`config.mk`:
```
export PLATFORM = sky130hd
export DESIGN_NAME = mm_serial_port
export DESIGN_NICKNAME = d
export VERILOG_FILES = /design/src/rtl/mm_serial_port.sv
export SDC_FILE = /design/constraint.sdc
export NUM_CORES = 1
export LEC_CHECK = 0
export BUFFER_PORTS_ARGS = -buffer_cell sky130_fd_sc_hd__clkbuf_2
export CELL_PAD_IN_SITES_DETAIL_PLACEMENT = 0
export CELL_PAD_IN_SITES_GLOBAL_PLACEMENT = 1
export CORE_MARGIN = 2
export CORE_UTILIZATION = 40
export DETAILED_ROUTE_END_ITERATION = 16
export PLACE_DENSITY = 0.67
export SLEW_MARGIN = 20
export SYNTH_ARGS = -nofsm -noshare
export SYNTH_HDL_FRONTEND = slang
export SYNTH_SLANG_ARGS = --single-unit
export TNS_END_PERCENT = 1
```
`constraint.sdc`:
```
create_clock -name clk -period 4.34 [get_ports clk]
set_input_delay 0.868 -clock clk [delete_from_list [all_inputs] [get_ports clk]]
set_output_delay 0.868 -clock clk [all_outputs]
set_load 0.005 [all_outputs]
```
`src/rtl/mm_serial_port.sv`:
```
module mm_serial_port #(
  parameter int OVS = 16
) (
  input  logic       clk,
  input  logic       rst_n,
  input  logic       baud_tick,
  input  logic       wr_en,
  input  logic       rd_en,
  input  logic [1:0] addr,
  input  logic [8:0] wdata,
  output logic [8:0] rdata,
  output logic       txd,
  input  logic       rxd,
  output logic       tx_irq,
  output logic       rx_irq
);
  localparam int SW = $clog2(OVS);
  localparam logic [SW-1:0] LAST = SW'(OVS - 1);
  localparam logic [SW-1:0] MID  = SW'(OVS / 2 - 1);

  logic [8:0] ctrl, thr, rbuf;
  logic       thre, rdr, perr, ferr;

  wire       txie = ctrl[8];
  wire       rxie = ctrl[7];
  wire       txen = ctrl[6];
  wire       rxen = ctrl[5];
  wire       evn  = ctrl[4];
  wire       pen  = ctrl[3];
  wire [2:0] fmt  = ctrl[2:0];

  wire mode_ok = (fmt != 3'd0) && (fmt < 3'd5);
  wire par_on  = pen && (fmt == 3'd1 || fmt == 3'd3);

  logic [3:0] nbits;
  always_comb
    case (fmt)
      3'd2, 3'd3: nbits = 4'd9;
      3'd4:       nbits = 4'd7;
      default:    nbits = 4'd8;
    endcase

  wire [3:0] pidx = nbits - 4'd1;
  wire [8:0] cmask = 9'((10'd1 << nbits) - 10'd1);

  wire wr_ctrl = wr_en && addr == 2'd0;
  wire wr_thr  = wr_en && addr == 2'd2;
  wire rd_stat = rd_en && addr == 2'd1;
  wire rd_buf  = rd_en && addr == 2'd3;

  // transmit side
  logic [8:0]    tx_word;
  logic [10:0]   tx_sh;
  logic [SW-1:0] tx_sub;
  logic [3:0]    tx_left;
  logic          tx_busy;

  always_comb begin
    tx_word = thr & cmask;
    if (par_on) begin
      tx_word[pidx] = 1'b0;
      tx_word[pidx] = (^tx_word) ^ ~evn;
    end
    tx_word = tx_word | ~cmask;
  end

  always_ff @(posedge clk or negedge rst_n)
    if (!rst_n) begin
      thr     <= '0;
      thre    <= 1'b1;
      tx_busy <= 1'b0;
      tx_sh   <= '1;
      tx_sub  <= '0;
      tx_left <= '0;
    end else begin
      if (!txen) tx_busy <= 1'b0;
      else if (!tx_busy) begin
        if (!thre && mode_ok) begin
          tx_busy <= 1'b1;
          tx_sh   <= {1'b1, tx_word, 1'b0};
          tx_sub  <= '0;
          tx_left <= nbits + 4'd2;
          thre    <= 1'b1;
        end
      end else if (baud_tick) begin
        tx_sub <= tx_sub + 1'b1;
        if (tx_sub == LAST) begin
          tx_sub  <= '0;
          tx_sh   <= {1'b1, tx_sh[10:1]};
          tx_left <= tx_left - 4'd1;
          if (tx_left == 4'd1) tx_busy <= 1'b0;
        end
      end
      if (wr_thr) begin
        thr  <= wdata;
        thre <= 1'b0;
      end
    end

  assign txd    = tx_busy ? tx_sh[0] : 1'b1;
  assign tx_irq = txie & txen & thre;

  // receive side
  logic          rx_s1, rx_s2, rx_prev, rx_busy;
  logic [SW-1:0] rx_sub;
  logic [3:0]    rx_idx;
  logic [8:0]    rx_sh;

  wire [8:0] rx_al   = rx_sh >> (4'd9 - nbits);
  wire       rx_bad  = par_on && ((^rx_al) ^ ~evn);
  wire [8:0] rx_data = par_on ? (rx_al & ~(9'd1 << pidx)) : rx_al;
  wire       rx_keep = !(fmt == 3'd2 && !rx_al[8]);
  wire       rx_en_ok = rxen && mode_ok;
  wire       rx_done = rx_en_ok && rx_busy && baud_tick && rx_sub == MID && rx_idx > nbits;

  always_ff @(posedge clk or negedge rst_n)
    if (!rst_n) begin
      rx_s1   <= 1'b1;
      rx_s2   <= 1'b1;
      rx_prev <= 1'b1;
      rx_busy <= 1'b0;
      rx_sub  <= '0;
      rx_idx  <= '0;
      rx_sh   <= '0;
      rbuf    <= '0;
      rdr     <= 1'b0;
      perr    <= 1'b0;
      ferr    <= 1'b0;
    end else begin
      rx_s1   <= rxd;
      rx_s2   <= rx_s1;
      rx_prev <= rx_s2;
      if (rd_buf) rdr <= 1'b0;
      if (rd_stat) begin
        perr <= 1'b0;
        ferr <= 1'b0;
      end
      if (!rx_en_ok) rx_busy <= 1'b0;
      else if (!rx_busy) begin
        if (rx_prev && !rx_s2) begin
          rx_busy <= 1'b1;
          rx_sub  <= '0;
          rx_idx  <= '0;
          rx_sh   <= '0;
        end
      end else if (baud_tick) begin
        rx_sub <= (rx_sub == LAST) ? '0 : rx_sub + 1'b1;
        if (rx_sub == MID) begin
          rx_idx <= rx_idx + 4'd1;
          if (rx_idx == 4'd0) begin
            if (rx_s2) rx_busy <= 1'b0;
          end else if (rx_idx <= nbits) begin
            rx_sh <= {rx_s2, rx_sh[8:1]};
          end else begin
            rx_busy <= 1'b0;
            if (rx_keep) begin
              rbuf <= rx_data;
              rdr  <= 1'b1;
              if (rx_bad) perr <= 1'b1;
              if (!rx_s2) ferr <= 1'b1;
            end
          end
        end
      end
    end

  assign rx_irq = rxie & rdr;

  // register file
  always_ff @(posedge clk or negedge rst_n)
    if (!rst_n) ctrl <= '0;
    else if (wr_ctrl) ctrl <= wdata;

  always_comb
    case (addr)
      2'd0:    rdata = ctrl;
      2'd1:    rdata = {5'd0, ferr, perr, thre, rdr};
      2'd2:    rdata = thr;
      default: rdata = rbuf;
    endcase

  AST_THRE_ON_LOAD: assert property (@(posedge clk) disable iff (!rst_n)
    ($rose(tx_busy) && !$past(wr_thr)) |-> thre);
  AST_STOP_HIGH: assert property (@(posedge clk) disable iff (!rst_n)
    (tx_busy && tx_left == 4'd1) |-> txd);
  AST_TX_OFF: assert property (@(posedge clk) disable iff (!rst_n)
    (!txen && !wr_ctrl) |=> (!tx_busy && !tx_irq));
  AST_RDR_CLEAR: assert property (@(posedge clk) disable iff (!rst_n)
    (rd_buf && !rx_done) |=> !rdr);
  AST_RXIRQ_HOLD: assert property (@(posedge clk) disable iff (!rst_n)
    (rx_irq && !rd_buf && !wr_ctrl) |=> rx_irq);
  AST_ADDR_FILTER: assert property (@(posedge clk) disable iff (!rst_n)
    ($rose(rdr) && fmt == 3'd2 && $stable(ctrl)) |-> rbuf[8]);
  AST_RX_OFF: assert property (@(posedge clk) disable iff (!rst_n)
    (!rxen && !wr_ctrl) |=> !rx_busy);
endmodule

```
Yosys cells after proc, flatten, opt, wreduce, memory -nomap -nowiden
Cells that the tools add are included.
{"block": "word_totals", "ff_bits": 72, "output_inout_bits": 12, "wordCells": 177}
{"block": "classes", "n_addsub": 8, "order_cmp": 4, "n_eq_ne": 18, "shifts": 3, "mux": 77, "n_bitwise": 16, "n_reduce_logical": 33}
{"operator": "9-bit two-way mux", "count": 8}
{"operator": "4-bit two-way mux", "count": 15}
{"operator": "1-bit two-way mux", "count": 46}
{"operator": "11-bit two-way mux", "count": 4}
{"operator": "9-bit bitwise AND", "count": 3}
{"operator": "9-bit inverter", "count": 3}
{"operator": "9-bit one-hot mux with 3 select lines", "count": 1}
{"operator": "9-bit XOR reduction", "count": 2}
{"operator": "1-bit by 4-bit left shift with 9-bit output, first input constant", "count": 2}
{"operator": "4-bit by 1-bit adder with 4-bit output, second input constant", "count": 3}
{"operator": "1-bit logical AND", "count": 12}
{"operator": "9-bit bitwise mux", "count": 1}
{"operator": "9-bit OR", "count": 1}
{"operator": "3-bit AND reduction", "count": 3}
{"operator": "9-bit by 4-bit >> shifter with 9-bit output", "count": 1}
{"operator": "9-bit by 1-bit subtractor with 9-bit output, second input constant", "count": 1}
{"operator": "4-bit equality test, second input constant", "count": 2}
{"operator": "2-bit != test, second input constant", "count": 4}
{"operator": "4-bit one-hot mux with 2 select lines", "count": 1}
{"operator": "4-bit AND reduction", "count": 2}
{"operator": "2-bit nonzero test", "count": 4}
{"operator": "4-bit by 1-bit subtractor with 4-bit output, second input constant", "count": 2}
{"operator": "7-bit AND reduction", "count": 1}
{"operator": "3-bit by 2-bit equality test with 1-bit output, second input constant", "count": 2}
{"operator": "24 further kinds", "count": 35}

Longest topological paths before layout
Gate-level depths: netlist (run 1).
{"block": "logic_depth", "depth_word": 17, "ltp_mapped": 13}

Worst setup path before layout (run 1)
No wires, ideal clock.
{"block": "synth_path", "path_kind": "register to register", "startpoint": "reg ctrl[0]", "endpoint": "reg rx_sh[4]", "setup_time_ns": 0.121, "t_arrival_ns": 2.541, "t_required_ns": 4.219, "path_slack_ns": 1.678, "path_stages_with_launch": 12, "path_buffers": 3, "period_less_slack_ns": 2.662, "cell_sequence": "dfrtp_1 -> buf_6 -> or3b_2 -> clkbuf_1 -> ha_1 -> nor2b_1 -> o21ai_0 -> a21oi_1 -> or2_2 -> a21o_1 -> clkbuf_1 -> a22o_1"}
{"block": "synth_between", "elab_chain_cells": 6, "elab_cells_between_ends": 12, "cone_classes": "order compare: 2; eq/ne: 4; mux: 1; reduce/logical: 5"}
{"item": "start, declared", "line": "21", "rtl": "logic [8:0] ctrl, thr, rbuf;"}
{"item": "start signal, assigned", "line": "172", "rtl": "else if (wr_ctrl) ctrl <= wdata;"}
{"item": "3-bit by 2-bit equality test with 1-bit output", "line": "37", "rtl": "case (fmt)"}
{"item": "2-bit OR reduction", "line": "37"}
{"item": "4-bit one-hot mux with 2 select lines", "line": "37"}
{"item": "4-bit less-or-equal comparator", "line": "152", "rtl": "end else if (rx_idx <= nbits) begin"}
{"item": "2-bit by 1-bit != test with 1-bit output (no line)"}
{"item": "6-bit AND reduction (no line) (*)"}
{"item": "end signal, assigned", "line": "153", "rtl": "rx_sh <= {rx_s2, rx_sh[8:1]};"}
{"item": "end, declared", "line": "107", "rtl": "logic [8:0] rx_sh;"}
Mark *: on every way between the ends. The rest lies on a longest branch, timed or not.
A chain may end at the register's enable or synchronous reset.

Final worst setup path (run 1)
{"block": "layout_path", "startpoint": "reg ctrl[1]", "endpoint": "reg rbuf[5]"}
{"block": "layout_between", "elab_chain_cells": 9, "elab_cells_between_ends": 25, "cone_classes": "add/sub: 2; order compare: 2; eq/ne: 4; shift: 2; mux: 2; bitwise: 4; reduce/logical: 9"}
{"item": "3-bit by 2-bit equality test with 1-bit output (on tied branches)", "line": "33, 37, 112"}
{"item": "2-bit OR reduction", "line": "37"}
{"item": "4-bit one-hot mux with 2 select lines", "line": "37"}
{"item": "4-bit subtractor", "line": "109", "rtl": "wire [8:0] rx_al = rx_sh >> (4'd9 - nbits);"}
{"item": "9-bit by 4-bit >> shifter with 9-bit output", "line": "109"}
{"item": "1-bit logical NOT", "line": "112", "rtl": "wire rx_keep = !(fmt == 3'd2 && !rx_al[8]);"}
{"item": "1-bit logical AND", "line": "112"}
{"item": "1-bit inverter (no line)"}
{"item": "7-bit AND reduction (no line)"}
{"item": "end signal, assigned", "line": "157", "rtl": "rbuf <= rx_data;"}
{"item": "end, declared", "line": "21"}
Parallel ways exist; a longest one is shown, timed or not.

==> results of run 1 <==
## per-stage QoR
step | hold slack [ps] | cells
after floorplan | 345.2 | 405
after global placement | 346.5 | 539
after detailed placement | 349.5 | 539
after CTS | 370.8 | 555
after global routing | 371.5 | 555
final | 366.6 | 555
## worst max-delay path, cell delays in order, from the launching register on
cell,delay [ps]
dfrtp_1,700
or3b_2,690
ha_1,330
nor2b_1,120
o21ai_0,80
a21oi_1,230
nand3_1,570
mux2_2,490
## flip-flops by register name (all words and copies together) (netlist names), 4 cells and up
register	flops
rx_sh	9
tx_left	4
rx_sub	4
ctrl	9
rbuf	9
rx_idx	4
tx_sh	10
tx_sub	4
thr	9
## cells in the mapped netlist (3+ instances only)
library cell	count
a21oi_1	20
nand3_1	10
inv_1	10
nor2b_1	6
or3_1	3
clkbuf_1	20
mux2i_1	14
nand2b_1	3
xor2_1	6
dfrtp_1	57
dfstp_2	14
a22o_1	18
ha_1	11
and2_1	5
mux2_2	26
buf_2	3
o22ai_1	4
xnor2_1	14
nor2_1	24
o211ai_1	3
o21ai_0	42
a21o_1	3
mux4_2	4
nand2_1	46
## kinds of logic after synthesis
| family | Yosys count |
|---|---|
| simple gates | 112 |
| compound gates | 104 |
| flops | 71 |
| mux | 45 |
| buf+inv | 38 |
| xor+xnor | 22 |
| fa+ha+maj | 11 |
| other cells | 1 |
## where the power goes
part / switching [uW] / total, uW / leakage [uW] / internal, uW
sequential: 151 / 970 / 0.000891 / 820
combinational: 300 / 562 / 0.000949 / 262
clock: 270 / 553 / 0.0000989 / 283
## final cells by class
cell class / count / share of cell area
well taps: 133 / 0.03752
flip-flops and latches: 71 / 0.4045
clock inverters: 6 / 0.01523
repair buffers: 29 / 0.03385
clock buffers: 10 / 0.03103
inverters: 10 / 0.008463
multi-input cells: 296 / 0.4694
## routing by layer
metal / part of all wire / track usage
met1: 0.50 / 0.2455
met2: 0.47 / 0.2773
met3: 0.023 / 0.02256
met4: 0.013 / 0.05792
met5: 0 / 0
## final timing paths
check / startpoint / end
worst min register to register: rx_s1 / rx_s2
max in group asynchronous: rst_n / tx_left[2]
worst max register to register: ctrl[1] / rbuf[5]
worst min-delay path: rx_s1 / rx_s2
min in group asynchronous: rst_n / rx_sub[2]
worst max-delay path: ctrl[1] / rbuf[5]
==> qor.yml, run 1 <==
grt_pass1_vias: 2920
cts_made_buffers: 9
postRouteAntennaNets: 0
ios: 29
synth_fa_ha_area_frac: 0.03409
avgSynthCellArea_sq_um: 9.994
grtUsageTotal: 0.1744
whs_path_depth: 0
yosys.area_share.simple: 0.1286
n_antenna_cell: 0
hold_path_class: "flip-flop to flip-flop"
netlist_top_cells_area: "dfrtp_1 (35%), dfstp_2 (9.1%), mux2_2 (7.3%)"
min_period_ps: 3330
startpoint_type: "flip-flop"
r2r_cells: 7
synth-async-reset-ratio: 1.000
regArea_sq_um: 1794
p_total_uw: 2086
synth_top_family_by_area: "compound AO/OA/AOI/OAI gates"
start_util: 0.4131
drt_iter0_markers: 81
gp_congestion: 0.7968
crit_arrival_ps: 3560
r2r_slack_ps: 1010
via_count: 2917
critPathKind: "flip-flop to flip-flop"
status: "finished, final reports clean"
worst_slack_ps: 1010
drc: 0
io_buffers: 28
ir_drop_v: 0.0001580
endpoint_kind: "flip-flop"
post-route-cell-area_sq_um: 4436
grt_overflow: 0
skew_ps: 12.51
dp_slack_ps: 1017
grt_max_degree: 72
ys_ff_latch: 71
die_y_um: 104.5
die_area_sq_um: 10910
max-slew-margin-rel: 0.3932
first_pass_iters: 4
multi_input_area_sq_um: 2082
cts_setup_buffers: 0
required_ps: 4570
yosysTopAreaCell: "dfrtp_1"
yosys_warnings: 0
wl_per_cell_um: 16.07
placed_cell_area_sq_um: 4230
muxShareOfSynthArea: 0.1333
ctsHoldBuffers: 0
rsz0062_at_grt: "false"
clockBufferDepth: 2
synth-xor-area-share: 0.05299
grt_pass1_wl_mm: 15.19
nFillCells: 968
synth_cell_types: 51
cts_tree: "built"
cts.clk_slew.worst_paths_ps: 80
coreArea_sq_um: 9774
hpwl_mm: 6.284
fmax_mhz: 300.3
fp-row-count: 36
htreeDepth: 3
cts_resized: 0
clk_latency_ps: 350
root_buffer: "clkbuf_8"
drt-vias-per-instance: 5.256
drt-total-wl_mm: 8.920
final_cell_mix: "dfrtp_1 (57), nand2_1 (46), o21ai_0 (42), clkbuf_2 (27), mux2_2 (26)"
seq_area_frac_synth: 0.4444
final_nets: 445
synth_top_area_frac: 0.3533
cp_max_fo: 25
setup_violations: 0
area_growth_pct: 9.854
min_period_over_period: 0.7674
antenna_found_initial: 0
power.density_nw_per_um2: 470.3
drv_slew: 0
die_w_um: 104.5
syn-cell-area_sq_um: 4038
p_leak_uw: 0.001939
final_common_cell: "dfrtp_1"
synth_ff_type: "dfrtp_1"
synth_compound_area_frac: 0.1649
synth_edf_count: 0
worst_pin_slew_ps: 910.2
maxCapViolations: 0
hold_viol: 0
fin_setup_tns_ps: 0
drive_above_1_share: 0.2322
fin_util: 0.4538
cts_sinks: 71
postSynthCellCount: 404
Power figures use the tool's default switching activity.
==> inputs of run 2 (changes only) <==
==> constraint.sdc (replaced) <==
create_clock -name clk -period 3.18 [get_ports clk]
set_input_delay 0.636 -clock clk [delete_from_list [all_inputs] [get_ports clk]]
set_output_delay 0.636 -clock clk [all_outputs]
set_load 0.005 [all_outputs]
==> run 2 against run 1 <==
Clock skew hardly changed. Routed wire length is 2.4% higher. Worst setup slack worse by 460 ps. Final cell count is 1.1% higher. Power is 36% higher. Sequential share of layout area is 0.28 points lower. Largest power group unchanged. Sequential power is 30% higher. Global-route usage is 0.52 points higher. Flip-flop and latch count stayed put. Core utilization is 0.32 points higher. Non-clock buffer count is 6 higher. Register-to-register slack worse by 460 ps.
==> qor.yml, run 2 (synthesis gave the netlist of run 1 again) <==
grt_overflow: 0  # unchanged
regArea_sq_um: 1794  # unchanged
startpoint_type: "flip-flop"
pwr-share-seq: 0.444  # -0.021
postRouteAntennaNets: 0  # unchanged
critPathKind: "flip-flop to flip-flop"
r2r_start: "ctrl[0]"
whs_path_depth: 1  # +1
ctsHoldBuffers: 0  # unchanged
p_int_uw: 1866  # +37%
cp_max_fo: 8  # -68%
setup_violations: 0  # unchanged
drv_slew: 0  # unchanged
root_buffer: "clkbuf_8"
ios: 29  # unchanged
endpoint_kind: "flip-flop"
power.switching_uw: 980.3  # +36%
wl_per_cell_um: 16.29  # +1.3%
drt_iter0_markers: 137  # +69%
nFillCells: 983  # +1.5%
drc: 0  # unchanged
regMostFlops: "tx_sh"
first_pass_iters: 4  # unchanged
rsz0062_at_grt: "false"
skew_ps: 12.89  # +0.3816 ps
dp_slack_ps: 551.4  # -465.6 ps
maxCapViolations: 0  # unchanged
clockBufferDepth: 2  # unchanged
grtUsageTotal: 0.1796  # +0.005234
p_total_uw: 2846  # +36%
power_frac_clock: 0.256  # -0.009
multi_input_area_sq_um: 2082  # unchanged
cts_sinks: 71  # unchanged
ir_drop_v: 0.0002258  # +43%
placed_cell_area_sq_um: 4275  # +1.1%
switching_share: 0.3444  # -0.001183
hold_viol: 0  # unchanged
gp_congestion: 0.7290  # -8.5%
cts.clk_slew.worst_paths_ps: 80  # about the same
fmax_mhz: 379.7  # +26%
coreArea_sq_um: 9774  # unchanged
cts_tree: "built"
cts_resized: 0  # unchanged
min_period_over_period: 0.8282  # +0.06082
largest_reg_flops: 10  # unchanged
share_comb_of_total_power: 0.301  # +0.031
area_growth_pct: 10.63
min_period_ps: 2634  # -696.7 ps
worst_slack_ps: 546.4  # -463.3 ps
start_util: 0.4131  # unchanged
grt_max_degree: 72  # unchanged
max-slew-margin-rel: 0.3748  # -0.01838
grt_pass1_vias: 2908  # -0.41%
antenna_found_initial: 0  # unchanged
crit_arrival_ps: 2930  # -630 ps
htreeDepth: 3  # unchanged
cts_setup_buffers: 0  # unchanged
via_count: 2968  # +1.7%
n_antenna_cell: 0  # unchanged
clk_latency_ps: 360  # about the same
r2r_cells: 9  # +2
min_from: "rxd"
fp-row-count: 36  # unchanged
final_cell_mix: "dfrtp_1 (57), nand2_1 (46), o21ai_0 (42), clkbuf_2 (27), mux2_2 (26)"
power.density_nw_per_um2: 637.2  # +35%
status: "finished, final reports clean"
die_w_um: 104.5  # unchanged
final_common_cell: "dfrtp_1"
hold_path_class: "input port to flip-flop"
io_buffers: 28  # unchanged
cts_made_buffers: 9  # unchanged
r2r_slack_ps: 550  # -460 ps
drt-vias-per-instance: 5.291  # +0.66%
grt_pass1_wl_mm: 15.35  # +1.0%
worst_pin_slew_ps: 937.8  # +27.57 ps
required_ps: 3480  # -1090 ps
post-route-cell-area_sq_um: 4467  # +0.71%
fin_setup_tns_ps: 0  # unchanged
drive_above_1_share: 0.2383  # +0.006090
drt-total-wl_mm: 9.136  # +2.4%
die_area_sq_um: 10910  # unchanged
startpoint: "ctrl[0]"
p_leak_uw: 0.001962  # +1.2%
hpwl_mm: 6.399  # +1.8%
final_nets: 451  # +1.3%
die_y_um: 104.5  # unchanged
==> run 2: changes by cell type in the layout (fill, tap and decap cells not counted) <==
cell        change
clkinvlp_4      -1
clkbuf_8        -1
inv_6           -1
clkinv_4        +1
buf_4           +6
clkbuf_1        +2
==> run 2: worst max-delay path, cell delays in order, from the launching register on <==
cell and delay (ps):
dfrtp_1 380, or3b_2 560, ha_1 320, nor2b_1 130, o21ai_0 150, a21oi_1 120
or2_2 300, nor2_1 120, and2_1 310, a22o_1 200
==> run 2: stage by stage <==
step | std cells | utilization | hold slack [ps]
finish | 561 | 0.4570 | 353.0
global placement | 545 | 0.4374 | 348.6
global route | 561 | 0.4570 | 341.9
CTS | 561 | 0.4570 | 346.6
detailed placement | 545 | 0.4374 | 348.8
floorplan | 405 | - | 340.4
==> run 2: power by group through the flow <==
stage	clock network (uW)	logic (uW)	registers [uW]
CTS	749	869	1260
global route	789	979	1290
detailed placement	0	861	1280
finish	728	856	1260
global placement	0	847	1280
floorplan	0	673	1220
==> run 2: final timing paths <==
check                       endpoint
setup / recovery            rx_sh[7]
min in group asynchronous  rx_sub[2]
hold / removal                 rx_s1
hold reg to reg                rx_s2
setup reg to reg            rx_sh[7]
max in group asynchronous     thr[7]
==> run 2: cell type report <==
type / count / share of cell area
clock inverters: 5 / 0.01345
multi-input cells: 296 / 0.4661
well taps: 133 / 0.03726
flip-flops and latches: 71 / 0.4017
clock buffers: 11 / 0.02941
repair buffers: 35 / 0.04370
inverters: 10 / 0.008403
==> run 2: metal layers <==
| layer | global-route usage | up-vias | wire length [um] |
|---|---|---|---|
| li1 | - | 1469 | - |
| met1 | 0.2490 | 1457 | 4481 |
| met2 | 0.2866 | 32 | 4305 |
| met3 | 0.03321 | 10 | 252 |
| met4 | 0.05212 | 0 | 97 |
| met5 | 0 | - | 0 |
